==> src/rtl/stepper_pkg.sv <==
package stepper_pkg;

  typedef enum logic [1:0] {
    MODE_HOME   = 2'b00,
    MODE_CW     = 2'b01,
    MODE_CCW    = 2'b10,
    MODE_PRESET = 2'b11
  } stepModeE;

  typedef struct packed {
    logic loadHome;
    logic loadPreset;
    logic stepFwd;
    logic stepRev;
  } stepStrobeT;

endpackage

==> src/rtl/stepper_ctrl.sv <==
module stepper_ctrl
  import stepper_pkg::*;
(
  input  logic       clk,
  input  logic       rstN,
  input  logic       stepEn,
  input  logic [1:0] mode,
  output stepStrobeT strobe,
  output logic       posValid
);

  stepModeE modeSel;
  logic     armed;

  assign modeSel = stepModeE'(mode);

  always_comb begin
    strobe = '0;
    if (stepEn) begin
      unique case (modeSel)
        MODE_HOME:   strobe.loadHome   = 1'b1;
        MODE_CW:     strobe.stepFwd    = 1'b1;
        MODE_CCW:    strobe.stepRev    = 1'b1;
        MODE_PRESET: strobe.loadPreset = 1'b1;
        default:     strobe            = '0;
      endcase
    end
  end

  always_ff @(posedge clk or negedge rstN) begin
    if (!rstN) begin
      posValid <= 1'b0;
      armed    <= 1'b0;
    end else begin
      armed <= 1'b1;
      if (strobe.loadHome || strobe.loadPreset) posValid <= 1'b1;
    end
  end


  valid_sticky_chk: assert property (@(posedge clk) disable iff (!rstN)
    posValid |=> posValid);


  valid_on_load_chk: assert property (@(posedge clk) disable iff (!rstN)
    (stepEn && (mode == 2'b00 || mode == 2'b11)) |=> posValid);


  valid_not_from_step_chk: assert property (@(posedge clk) disable iff (!rstN)
    (armed && !$past(posValid) && !($past(stepEn) && ($past(mode) == 2'b00 || $past(mode) == 2'b11)))
      |-> !posValid);

endmodule

==> src/rtl/stepper_datapath.sv <==
module stepper_datapath
  import stepper_pkg::*;
#(
  parameter int                CODE_W      = 2,
  parameter logic [CODE_W-1:0] PRESET_GRAY = {CODE_W{1'b1}}
) (
  input  logic              clk,
  input  logic              rstN,
  input  stepStrobeT        strobe,
  output logic [CODE_W-1:0] phaseCode
);

  function automatic logic [CODE_W-1:0] grayToBin(input logic [CODE_W-1:0] g);
    logic [CODE_W-1:0] b;
    b[CODE_W-1] = g[CODE_W-1];
    for (int i = CODE_W - 2; i >= 0; i--) b[i] = b[i+1] ^ g[i];
    return b;
  endfunction

  localparam logic [CODE_W-1:0] PRESET_BIN = grayToBin(PRESET_GRAY);
  localparam logic [CODE_W-1:0] HOME_BIN   = '0;

  logic [CODE_W-1:0] binIndex;
  logic [CODE_W-1:0] binNext;
  logic [CODE_W-1:0] grayNext;
  logic              armed;

  always_comb begin
    if (strobe.loadHome)        binNext = HOME_BIN;
    else if (strobe.loadPreset) binNext = PRESET_BIN;
    else if (strobe.stepFwd)    binNext = binIndex + 1'b1;
    else if (strobe.stepRev)    binNext = binIndex - 1'b1;
    else                        binNext = binIndex;
  end

  assign grayNext = binNext ^ (binNext >> 1);

  always_ff @(posedge clk or negedge rstN) begin
    if (!rstN) begin
      binIndex  <= HOME_BIN;
      phaseCode <= '0;
      armed     <= 1'b0;
    end else begin
      binIndex  <= binNext;
      phaseCode <= grayNext;
      armed     <= 1'b1;
    end
  end


  one_bit_step_chk: assert property (@(posedge clk) disable iff (!rstN)
    (armed && ($past(strobe.stepFwd) || $past(strobe.stepRev)))
      |-> ($countones(phaseCode ^ $past(phaseCode)) == 1));


  home_load_chk: assert property (@(posedge clk) disable iff (!rstN)
    strobe.loadHome |=> (phaseCode == '0));


  preset_load_chk: assert property (@(posedge clk) disable iff (!rstN)
    strobe.loadPreset |=> (phaseCode == PRESET_GRAY));


  idle_hold_chk: assert property (@(posedge clk) disable iff (!rstN)
    (strobe == '0) |=> $stable(phaseCode));

endmodule

==> src/rtl/gray_stepper_counter.sv <==
module gray_stepper_counter
  import stepper_pkg::*;
#(
  parameter int                CODE_W      = 2,
  parameter logic [CODE_W-1:0] PRESET_GRAY = {CODE_W{1'b1}}
) (
  input  logic              clk,
  input  logic              rstN,
  input  logic              stepEn,
  input  logic [1:0]        mode,
  output logic [CODE_W-1:0] phaseCode,
  output logic              posValid
);

  stepStrobeT strobe;

  stepper_ctrl u_ctrl (
    .clk      (clk),
    .rstN     (rstN),
    .stepEn   (stepEn),
    .mode     (mode),
    .strobe   (strobe),
    .posValid (posValid)
  );

  stepper_datapath #(
    .CODE_W      (CODE_W),
    .PRESET_GRAY (PRESET_GRAY)
  ) u_dp (
    .clk       (clk),
    .rstN      (rstN),
    .strobe    (strobe),
    .phaseCode (phaseCode)
  );


  reset_home_chk: assert property (@(posedge clk)
    !rstN |-> (phaseCode == '0 && !posValid));

endmodule

==> config.mk <==
export PLATFORM = sky130hd
export DESIGN_NAME = gray_stepper_counter
export DESIGN_NICKNAME = d
export VERILOG_FILES = /design/src/rtl/stepper_pkg.sv /design/src/rtl/stepper_ctrl.sv /design/src/rtl/stepper_datapath.sv /design/src/rtl/gray_stepper_counter.sv
export SDC_FILE = /design/constraint.sdc
export NUM_CORES = 1
export LEC_CHECK = 0
export BUFFER_PORTS_ARGS = -buffer_cell sky130_fd_sc_hd__clkbuf_2
export CORE_AREA = 2 2 39 41
export CTS_CLUSTER_SIZE = 20
export DETAILED_ROUTE_END_ITERATION = 8
export DIE_AREA = 0 0 41 43
export PLACE_DENSITY = 0.37
export SLEW_MARGIN = 10
export SYNTH_ARGS = -nofsm -noshare
export SYNTH_HDL_FRONTEND = slang
export SYNTH_HIERARCHICAL = 1
export SYNTH_SLANG_ARGS = --single-unit
export TNS_END_PERCENT = 5
==> constraint.sdc <==
create_clock -name clk -period 2 [get_ports clk]
set_clock_uncertainty 0.1 [all_clocks]
set_input_delay 0.3 -clock clk [delete_from_list [all_inputs] [get_ports clk]]
set_output_delay 0.3 -clock clk [all_outputs]
set_load 0.05 [all_outputs]
-- Word-level counts from Yosys, hierarchy flattened
Cells that the tools add are included.
- output and inout port bits: 3
- flip-flop bits (word level): 5
- logic and storage cells: 20
- input port bits: 5
- reductions and logical operators: 2
- multiplexer cells: 9
- bitwise gates (word level): 1
- eq/ne operators: 3
- add/sub/neg operators: 2
- operators with widths (operator ; number):
    $mux 2 ; 4
    $eq 2x2->1 const B ; 2
    $mux 1 ; 4
    $mux 4 ; 1
    $add 2x1->2 const B ; 1
    $eq 2x1->1 const B ; 1
    $logic_not 2->1 ; 1
    $sub 2x1->2 const B ; 1
    $xor 2x1->2 ; 1
    $logic_or 1x1->1 ; 1

-- Longest topological paths before layout
Gate-level depths: netlist (run 1).
- depth in word-level cells: 8
- depth in mapped cells: 5
- depth with buffers taken out: 5

-- Hierarchy
The synthesis (run 1) kept the hierarchy.
- by module, submodules not included (module ; cells each ; sequential area each (sq um) ; instances ; area each (sq um)):
    stepper_datapath ; 18 ; 75.1 ; 1 ; 167.7
    stepper_ctrl ; 8 ; 25.0 ; 1 ; 73.8

-- Worst setup path after synthesis (run 1)
OpenSTA, ideal clock, no wires.
- path kind: input to register
- start point: in mode[0]
- end point: reg u_dp.binIndex[1]
- stages: 3
- library setup time: 0.099 ns
- setup slack: 0.731 ns
- buffers on the path: 0
- arrival time: 1.070 ns
- required time: 1.801 ns
- path through: and3b_2 -> or3b_1 -> a311oi_1
- cells in the longest elaborated chain, start to end: 7
- elaborated cells on any way between the ends: 13
- classes of those cells: 3 x eq/ne; 9 x mux; 1 x reduce/logical
- RTL lines (element ; RTL line ; text):
    start: declaration ; gray_stepper_counter.sv:10 ; input logic [1:0] mode,
    $eq 2x2->1 ; stepper_ctrl.sv:20 ; unique case (modeSel)
    $mux 1 ; stepper_ctrl.sv:20 ;
    $mux 4 (*) ; stepper_ctrl.sv:19 ; if (stepEn) begin
    $mux 2 ; stepper_datapath.sv:32 ; else if (strobe.stepRev) binNext = binIndex - 1'b1;
    $mux 2 ; stepper_datapath.sv:31 ; else if (strobe.stepFwd) binNext = binIndex + 1'b1;
    $mux 2 ; stepper_datapath.sv:30 ; else if (strobe.loadPreset) binNext = PRESET_BIN;
    $mux 2 (*) ; stepper_datapath.sv:29 ; if (strobe.loadHome) binNext = HOME_BIN;
    named net u_dp.binNext[1] ; stepper_datapath.sv:24 ; logic [CODE_W-1:0] binNext;
    end signal: assignment ; stepper_datapath.sv:44 ; binIndex <= binNext;
    end: declaration ; stepper_datapath.sv:23 ; logic [CODE_W-1:0] binIndex;
Mark *: on every way through the listed nets, which the timed path passes. The rest lies on a longest branch.
A chain may end at the register's enable or synchronous reset.

==> results of run 1 <==
-- state kept, by name, indices dropped and copies added, names as in the netlist --
register	cells
u_dp/binIndex	2
u_ctrl/posValid	1
u_dp/phaseCode	1
-- cells by family after synthesis --
family | after synthesis | synth area share [%]
AOI/OAI and AO/OA | 5 | 15.5
DFF | 4 | 41.5
and+or+nand+nor | 13 | 31.1
xor gates and xnor gates | 2 | 7.26
buffers and inverters | 2 | 4.66
-- synthesized netlist by cell type, drive strengths merged --
| library cell | number |
|---|---|
| or3b | 1 |
| nand2 | 2 |
| nor3b | 1 |
| a21o | 1 |
| xnor2 | 1 |
| and3b | 1 |
| or2b | 1 |
| nor3 | 1 |
| xor2 | 1 |
| o21bai | 1 |
| a21oi | 1 |
| inv | 1 |
| dfrtp | 4 |
| nor2 | 4 |
| and3 | 1 |
| buf | 1 |
| a311oi | 2 |
| nand2b | 1 |
-- routing by layer --
layer	global-route usage, %	up-vias
li1	-	112
met1	9.68	91
met2	7.81	13
met3	6.28	2
met4	6.00	0
met5	0	-
-- through the flow --
stage	setup slack, ns	hold slack, ns	power [uW]	cell area (sq um)
6_report	0.729	0.218	342	322
5_1_grt	0.671	0.242	372	322
4_1_cts	0.714	0.215	349	322
3_5_place_dp	0.535	0.0136	244	289
3_3_place_gp	0.514	0.00781	245	289
2_1_floorplan	0.731	-0.0956	223	241
-- worst max path at each step --
stage | startpoint | end | slack, ns | cells after the start
after floorplan | mode[0] | u_dp/binIndex[1] | 0.73 | 3
after global placement | mode[0] | u_dp/binIndex[1] | 0.51 | 4
after detailed placement | mode[0] | u_dp/binIndex[1] | 0.54 | 4
after CTS | u_dp/binIndex[1] | phaseCode[1] | 0.71 | 1
after global routing | u_dp/binIndex[1] | phaseCode[1] | 0.67 | 1
final | u_dp/binIndex[1] | phaseCode[1] | 0.73 | 1
-- worst reg2reg max path: cells and delay by family (launching register included) --
kind | cells | cell delay, ns
AO/OA/AOI/OAI | 1 | 0.22
flip-flops | 1 | 0.40
AND/OR/NAND/NOR | 1 | 0.41
-- area by class of cell --
class	count	area (sq um)	area share (%)
multi-input combinational	20	130	40.5
tap	16	20.0	6.23
sequential	4	100	31.1
inverter	1	3.75	1.17
timing repair buffer	8	45.0	14.0
clock buffer	3	22.5	7.00
-- power by group --
| group | switching (uW) | internal [uW] |
|---|---|---|
| Combinational | 89.2 | 39.6 |
| Clock | 30.2 | 66.9 |
| Sequential | 13.0 | 103 |
-- cells in the final DEF, fill, tap and decap left out, drive strengths merged --
cell and n:
dfrtp 4, dlygate4sd3 1, nor3b 1, a21o 1, nand2 2, nand2b 1, inv 1, a21oi 1
a311oi 2, o21bai 1, nor2 4, clkbuf 10, and3 1, or2b 1, or3b 1, and3b 1
xnor2 1, nor3 1, xor2 1
==> results.json, run 1 <==
{
  "status": "finished clean",
  "start_kind": "flip-flop",
  "crit_fanout": 3,
  "yosysTopAreaCellShare_pct": 41.5,
  "die_h_um": 43,
  "place_inst": 48,
  "numCtsBuffers": 3,
  "vias": 218,
  "timing.rr.end": "u_dp/binIndex[1]",
  "synth_area_leader_cell": "dfrtp_1",
  "hold_end": "u_ctrl/posValid",
  "final_util_pct": 23.2,
  "slew_headroom_pct": 71.4,
  "hold_start": "stepEn",
  "cp_num_buf_inv": 1,
  "cp.arrival_ns": 0.87,
  "layout.nets": 43,
  "worstSetupPathType": "flip-flop to output port",
  "drc": 0,
  "num_antenna_cells": 0,
  "drtPass1Iterations": 4,
  "ys_seq_area_share_pct": 41.5,
  "vdd_ir_drop_max_v": 0.000422,
  "io_pins": 8,
  "maxCapViolations": 0,
  "r2r-start": "u_dp/binIndex[0]",
  "clock.fmax_ghz": 0.787,
  "wl_um": 449,
  "setup_violations": 0,
  "antenna_found_initial": 0,
  "postCtsSetupBuffers": 0,
  "rsz0062_at_grt": "no",
  "ys_seq_elements": 4,
  "drt_iter0_drc": 8,
  "cts_tree": "done",
  "min_path_type": "input pin to flip-flop",
  "cts_sinks": 4,
  "grt_pass1_vias": 205,
  "grt_first_pass_wirelength_um": 821,
  "fillers": 157,
  "period_minus_slack_ns": 1.27,
  "tns_ns": 0,
  "layout_worst_path_cycle_share_pct": 63.6,
  "synthTopCellsByArea": "dfrtp_1, a311oi_1, nor2_1",
  "crit_family": "flip-flops",
  "grt_usage_pct": 7.64,
  "root_buffer": "clkbuf_4",
  "htreeDepth": 1,
  "fin_cells": 52,
  "wl_met2_um": 169,
  "syn_nets": 31,
  "synth.avg_cell_area_sq_um": 9.29,
  "post_cts_resized": 0,
  "path_clk_slew_ns": 0.03,
  "rrSetupSlack_ns": 0.78,
  "cp_cell_sequence": "clkbuf_2",
  "clkLatencyLatePin_ns": 0.23,
  "drive_gt1_share_pct": 33.3,
  "synth_cells": 26,
  "slew_violations": 0,
  "synth_warnings": 6,
  "netlist_area_sq_um": 241,
  "gp_congestion": 0.695,
  "end_kind": "output port",
  "die_w_um": 41,
  "p_leak_uw": 0.000141,
  "rows": 14,
  "slowest_stage": "dfrtp_1",
  "grt_overflow": 0,
  "post-dp-hpwl_um": 363,
  "wl_met1_um": 216,
  "port_buffers": 7,
  "die_area_sq_mm": 0.00176,
  "critical-path-max-stage-delay_ns": 0.35,
  "wl_per_cell_um": 8.63,
  "start_util_pct": 17.5,
  "grt_max_degree": 6,
  "hold_path_depth": 2,
  "dr_wl_met3_um": 49,
  "reg2reg_depth": 2,
  "powerDensity_mw_per_mm2": 1060,
  "syn_to_final_growth_pct": 33.2,
  "hold_viol": 0,
  "viasPerCell": 4.19,
  "worstMarginPinSlew_ns": 0.429,
  "crit_required_ns": 1.60,
  "synth_cell_types": 18,
  "clockBufferDepth": 2,
  "final_antenna_net_count": 0,
  "dr.max_layer_used": "met4",
  "core_sq_mm": 0.00138,
  "hold_buffers": 1
}
(Power assumes the default switching activity.)
==> run 2: changes to the inputs <==
--- a/config.mk
+++ b/config.mk
@@ -5,12 +5,13 @@
 export SDC_FILE = /design/constraint.sdc
 export NUM_CORES = 1
 export LEC_CHECK = 0
+export ABC_AREA = 1
 export BUFFER_PORTS_ARGS = -buffer_cell sky130_fd_sc_hd__clkbuf_2
 export CORE_AREA = 2 2 39 41
 export CTS_CLUSTER_SIZE = 20
 export DETAILED_ROUTE_END_ITERATION = 8
 export DIE_AREA = 0 0 41 43
-export PLACE_DENSITY = 0.37
+export PLACE_DENSITY = 0.4
 export SLEW_MARGIN = 10
 export SYNTH_ARGS = -nofsm -noshare
 export SYNTH_HDL_FRONTEND = slang
==> constraint.sdc (replaced) <==
create_clock -name clk -period 1.1 [get_ports clk]
set_clock_uncertainty 0.1 [all_clocks]
set_input_delay 0.165 -clock clk [delete_from_list [all_inputs] [get_ports clk]]
set_output_delay 0.165 -clock clk [all_outputs]
set_load 0.05 [all_outputs]
==> run 2 against run 1 <==
  * Largest power group unchanged
  * Combinational power grew 120%
  * Highest routed layer is now met3
  * Total power grew 94%
  * Flip-flop and latch count is the same
  * Final cell count grew 35%
  * The run now ends with setup timing left
==> results.json, run 2 <==
{
  "drc": 0,
  "slew_headroom_pct": 80.3,
  "yosysTopAreaCellShare_pct": 38.5,
  "wl_um": 541,
  "die_area_sq_mm": 0.00176,
  "ys_async_sr_fraction_pct": 100,
  "io_pins": 8,
  "powerDensity_mw_per_mm2": 1520,
  "ys_seq_elements": 4,
  "port_buffers": 7,
  "worstMarginPinSlew_ns": 0.293,
  "die_h_um": 43,
  "start_kind": "flip-flop",
  "grt_first_pass_wirelength_um": 986,
  "rrSetupSlack_ns": -0.03,
  "largest_reg_flops": 2,
  "reg2reg_depth": 5,
  "r2r-start": "u_dp/binIndex[0]",
  "synth_cells": 37,
  "place_inst": 64,
  "viasPerCell": 4.01,
  "end_kind": "flip-flop",
  "vdd_ir_drop_max_v": 0.000324,
  "yosysMostFrequentCell": "inv_1",
  "grt_max_degree": 5,
  "die_w_um": 41,
  "synth_commonest_cells": "inv_1, nand3_1, nand2_1",
  "core_sq_mm": 0.00138,
  "numCtsBuffers": 3,
  "clkLatencyLatePin_ns": 0.23,
  "finalPower_uw": 662,
  "crit_required_ns": 1.12,
  "grt_usage_pct": 8.11,
  "antenna_found_initial": 0,
  "synth_cell_types": 13,
  "min_path_type": "input pin to async pin",
  "root_buffer": "clkbuf_4",
  "layout.nets": 61,
  "status": "finished, violations left",
  "rows": 14,
  "top_usage_layer": "met2",
  "wl_per_cell_um": 7.73,
  "period_minus_slack_ns": 1.13,
  "layout_worst_path_cycle_share_pct": 103,
  "slew_violations": 0,
  "crit_fanout": 3,
  "drive_gt1_share_pct": 51.9,
  "maxCapViolations": 0,
  "synth_area_leader_cell": "dfrtp_1",
  "worstSetupPathType": "flip-flop to flip-flop",
  "top_register": "u_dp/binIndex",
  "netlist_area_sq_um": 260,
  "fin_cells": 70,
  "p_leak_uw": 0.000245,
  "grt_pass1_vias": 282,
  "synthFlopType": "dfrtp_1",
  "hold_viol": 0,
  "clock.fmax_ghz": 0.884,
  "top_regs": "u_dp/binIndex x2, u_ctrl/posValid x1, u_dp/phaseCode x1",
  "post-dp-hpwl_um": 444,
  "clockBufferDepth": 2,
  "grtUsageMet2_pct": 12.8,
  "final_cell_mix": "inv_1, buf_4, clkbuf_4, clkbuf_2, nand2_1",
  "met3_usage_pct": 0,
  "drt_iter0_drc": 0,
  "rsz0062_at_grt": "yes",
  "path_clk_slew_ns": 0.04,
  "drtPass1Iterations": 1,
  "cp.arrival_ns": 1.15,
  "synthTopCellsByArea": "dfrtp_1, inv_1, nand3_1",
  "setup_slack_ns": -0.0307,
  "ys_seq_area_share_pct": 38.5,
  "synth_edf_count": 0,
  "start_util_pct": 18.8,
  "syn_nets": 42,
  "synth_warnings": 6,
  "cts_tree": "done",
  "gp_congestion": 0.677,
  "grt_overflow": 0,
  "syn_to_final_growth_pct": 67.8,
  "setup_violations": 1,
  "vias": 281,
  "layout_commonest_cell": "inv_1",
  "timing.rr.end": "u_dp/phaseCode[0]",
  "num_antenna_cells": 0,
  "grtUsageMet1_pct": 8.92,
  "cts_sinks": 4,
  "final_antenna_net_count": 0,
  "violations": "setup timing",
  "htreeDepth": 1,
  "synth.avg_cell_area_sq_um": 7.03
}
==> run 2: cell types whose count changed in the layout (fill, tap and decap cells not counted), moves of 2 or more <==
cell	before	now
a311oi_1	2	0
buf_4	0	8
clkbuf_2	7	4
inv_1	1	10
nand2_1	2	4
nand2_2	0	3
nand3_1	0	3
nand3_2	0	3
nor2_1	4	2
==> run 2: cells by family after synthesis <==
logic type,synth area share [%]
compound gates,9.14
buf+inv,17.3
flops,38.5
simple gates,35.1
==> run 2: worst max-delay path by stage <==
stage                      from  slack (ns)                end
4_1_cts        u_dp/binIndex[0]       -0.05  u_dp/phaseCode[0]
3_3_place_gp            mode[0]       -0.19  u_dp/phaseCode[0]
5_1_grt        u_dp/binIndex[0]       -0.09  u_dp/phaseCode[0]
2_1_floorplan           mode[1]       0.005  u_dp/phaseCode[0]
3_5_place_dp            mode[0]       -0.20  u_dp/phaseCode[0]
6_report       u_dp/binIndex[0]       -0.03  u_dp/phaseCode[0]
==> run 2: metrics by stage <==
step	hold WS [ns]	utilization (%)	cell area [sq um]	TNS [ns]	worst slack (ns)
2_1_floorplan	-0.231	-	260	0	0.00525
3_3_place_gp	-0.126	25.0	345	-0.388	-0.191
3_5_place_dp	-0.124	25.0	345	-0.451	-0.202
4_1_cts	0.168	30.7	424	-0.0575	-0.0484
5_1_grt	0.186	31.6	437	-0.120	-0.0933
6_report	0.171	31.6	437	-0.0307	-0.0307
==> run 2: final cells by class <==
| cell class | instances | area (sq um) |
|---|---|---|
| clock buffers | 3 | 22.5 |
| fillers | 156 | 947 |
| inverters | 10 | 37.5 |
| multi-input cells | 22 | 143 |
| flip-flops and latches | 4 | 101 |
| well taps | 16 | 20.0 |
| repair buffers | 15 | 113 |
==> run 2: power by group <==
part	leakage, uW	switching, uW	total [uW]	internal [uW]
clock network	0.0000138	57.7	180	122
logic	0.000187	159	278	118
registers	0.0000441	27.2	205	178
==> run 2: worst max-delay path: stages, from the launching register on <==
cell	delay, ns
dfrtp_2	0.43
nand2_2	0.10
nand3_2	0.09
a21o_2	0.20
nand3_2	0.05
nand2_1	0.04
==> run 2: per-layer routing <==
layer  part of all wire [%]  vias up
li1                       -      149
met1                     45      128
met2                     53        4
met3                    2.4        0
met4                      0        0
met5                      0        -
==> run 2: repair_timing <==
item | 4_1_cts | 5_1_grt
endpoints found under the hold margin | 4 | 0
endpoints found under the setup margin | 3 | 5
gates resized for setup | 9 | 5
pin swaps | 3 | 1
buffers inserted | 1 | 1
hold buffers | 1 | 0
==> run 3: changes to the inputs <==
--- a/config.mk
+++ b/config.mk
@@ -11,10 +11,9 @@
 export CTS_CLUSTER_SIZE = 20
 export DETAILED_ROUTE_END_ITERATION = 8
 export DIE_AREA = 0 0 41 43
-export PLACE_DENSITY = 0.4
+export PLACE_DENSITY = 0.38
 export SLEW_MARGIN = 10
 export SYNTH_ARGS = -nofsm -noshare
 export SYNTH_HDL_FRONTEND = slang
-export SYNTH_HIERARCHICAL = 1
 export SYNTH_SLANG_ARGS = --single-unit
 export TNS_END_PERCENT = 5
==> run 3 against run 2 <==
  * The flow still finishes with violations (setup timing)
  * Maximum frequency grew 1.3%
  * Setup slack improved by 0.015 ns
  * Flip-flop and latch count is the same
  * Sequential share of layout area rose by 6.9 points
  * Critical endpoint is now phaseCode[1]
  * Clock power increased by 4%
  * Highest routed layer is now met4
  * Total power fell by 0.45%
==> results.json, run 3 <==
{
  "cts_tree": "done",
  "drive_gt1_share_pct": 42.2,
  "synth_warnings": 0,
  "synth_edf_count": 0,
  "final_antenna_net_count": 0,
  "maxCapViolations": 0,
  "port_buffers": 7,
  "cp_cell_sequence": "clkbuf_4",
  "grt_pass1_vias": 228,
  "vdd_ir_drop_max_v": 0.000429,
  "crit_family": "flip-flops",
  "synthTopCellsByArea": "dfrtp_1, nand2_1, inv_1",
  "synth_area_leader_cell": "dfrtp_1",
  "end_kind": "output port",
  "critical-path-max-stage-delay_ns": 0.37,
  "drt_iter0_drc": 3,
  "path_clk_slew_ns": 0.04,
  "synth_cells": 35,
  "syn_to_final_growth_pct": 38.5,
  "clkLatencyLatePin_ns": 0.24,
  "htreeDepth": 1,
  "grt_usage_pct": 7.26,
  "numCtsBuffers": 3,
  "viasPerCell": 3.97,
  "antenna_found_initial": 0,
  "post_dp_cell_area_sq_um": 288,
  "die_h_um": 43,
  "grt_overflow": 0,
  "crit_required_ns": 0.83,
  "synth_commonest_cells": "nand2_1, inv_1, dfrtp_1",
  "root_buffer": "clkbuf_4",
  "tns_ns": -0.0159,
  "top_regs": "u_dp.binIndex x2, u_ctrl.posValid x1, u_dp.phaseCode x1",
  "violations": "setup timing",
  "ys_async_sr_fraction_pct": 100,
  "fin_cells": 61,
  "final_cell_area_sq_um": 333,
  "period_minus_slack_ns": 1.12,
  "finalPower_uw": 659,
  "die_area_sq_mm": 0.00176,
  "layout_worst_path_cycle_share_pct": 101,
  "die_w_um": 41,
  "cts_sinks": 4,
  "ys_seq_elements": 4,
  "clock.fmax_ghz": 0.896,
  "powerDensity_mw_per_mm2": 1980,
  "p_leak_uw": 0.000182,
  "hold_viol": 0,
  "slew_headroom_pct": 81.7,
  "yosysTopAreaCellShare_pct": 41.7,
  "setup_slack_ns": -0.0159,
  "wl_per_cell_um": 8.08,
  "top_register": "u_dp.binIndex",
  "worstMarginPinSlew_ns": 0.272,
  "start_kind": "flip-flop",
  "layout.nets": 52,
  "drtPass1Iterations": 3,
  "post-dp-hpwl_um": 393,
  "netlist_area_sq_um": 240,
  "synth.avg_cell_area_sq_um": 6.86,
  "ys_seq_area_share_pct": 41.7,
  "slowest_stage": "dfrtp_1",
  "grt_first_pass_wirelength_um": 807,
  "crit_fanout": 3,
  "io_pins": 8,
  "rsz0062_at_grt": "yes",
  "place_ws_ns": -0.0160,
  "slew_violations": 0,
  "wl_um": 493,
  "layout_commonest_cell": "nand2_1",
  "min_path_type": "input pin to flip-flop",
  "grt_max_degree": 6,
  "vias": 242,
  "yosysMostFrequentCell": "nand2_1",
  "place_inst": 57,
  "syn_nets": 40,
  "gp_congestion": 0.723,
  "cp.arrival_ns": 0.85,
  "status": "finished, violations left",
  "largest_reg_flops": 2,
  "start_util_pct": 17.4,
  "rows": 14,
  "synth_cell_types": 13,
  "drc": 0,
  "synthFlopType": "dfrtp_1",
  "core_sq_mm": 0.00138,
  "clockBufferDepth": 2,
  "cp_num_buf_inv": 1,
  "worstSetupPathType": "flip-flop to output port",
  "num_antenna_cells": 0,
  "setup_violations": 1
}
## run 3: routing by layer
layer	wire (um)	global-route usage [%]	share of wire [%]	up-vias
met5	0	0	0	-
met4	26	8.00	5.3	0
met3	30	3.14	6.1	4
met2	203	9.38	41	6
met1	233	7.82	47	107
li1	-	-	-	125
## run 3: worst paths after layout
| kind | start | endpoint | slack (ns) | depth (start not counted) |
|---|---|---|---|---|
| max in group asynchronous | rstN | u_dp.binIndex[1] | 0.60 | 2 |
| worst max register to register | u_dp.binIndex[1] | u_dp.phaseCode[0] | 0.01 | 8 |
| min in group asynchronous | rstN | u_ctrl.posValid | 0.18 | 2 |
| worst min register to register | u_ctrl.posValid | u_ctrl.posValid | 0.39 | 2 |
| worst min-delay path | stepEn | u_ctrl.posValid | 0.14 | 3 |
| worst max-delay path | u_dp.binIndex[1] | phaseCode[1] | -0.02 | 1 |
## run 3: layout make-up
type | instances | area (sq um)
fillers | 165 | 1050
multi-input cells | 22 | 110
flip-flops and latches | 4 | 100
repair buffers | 8 | 50.0
inverters | 8 | 30.0
clock buffers | 3 | 22.5
well taps | 16 | 20.0
## run 3: logic make-up (layout without fill, tap and decap cells)
logic type / count (synthesis) / after routing / synth area share [%]
buf+inv: 9 / 19 / 15.6
flops: 4 / 4 / 41.7
simple gates: 19 / 19 / 34.9
compound gates: 3 / 3 / 7.81
## run 3: through the flow
stage,hold slack [ns],utilization [%]
finish,0.137,24.1
global route,0.158,24.1
CTS,0.139,23.7
detailed placement,-0.122,20.8
global placement,-0.117,20.8
floorplan,-0.231,-
## run 3: what timing repair did
| item | 4_1_cts | 5_1_grt |
|---|---|---|
| setup endpoints to repair | 3 | 5 |
| setup buffers | 0 | 0 |
| pin swaps | 0 | 1 |
| hold buffers | 1 | 0 |
| resized for setup | 3 | 6 |
| hold endpoints to repair | 4 | 0 |
## run 3: report_power, final
group | switching, uW | total, uW | internal, uW
combinational | 188 | 268 | 80.3
sequential | 20.3 | 204 | 184
clock | 64.8 | 187 | 122
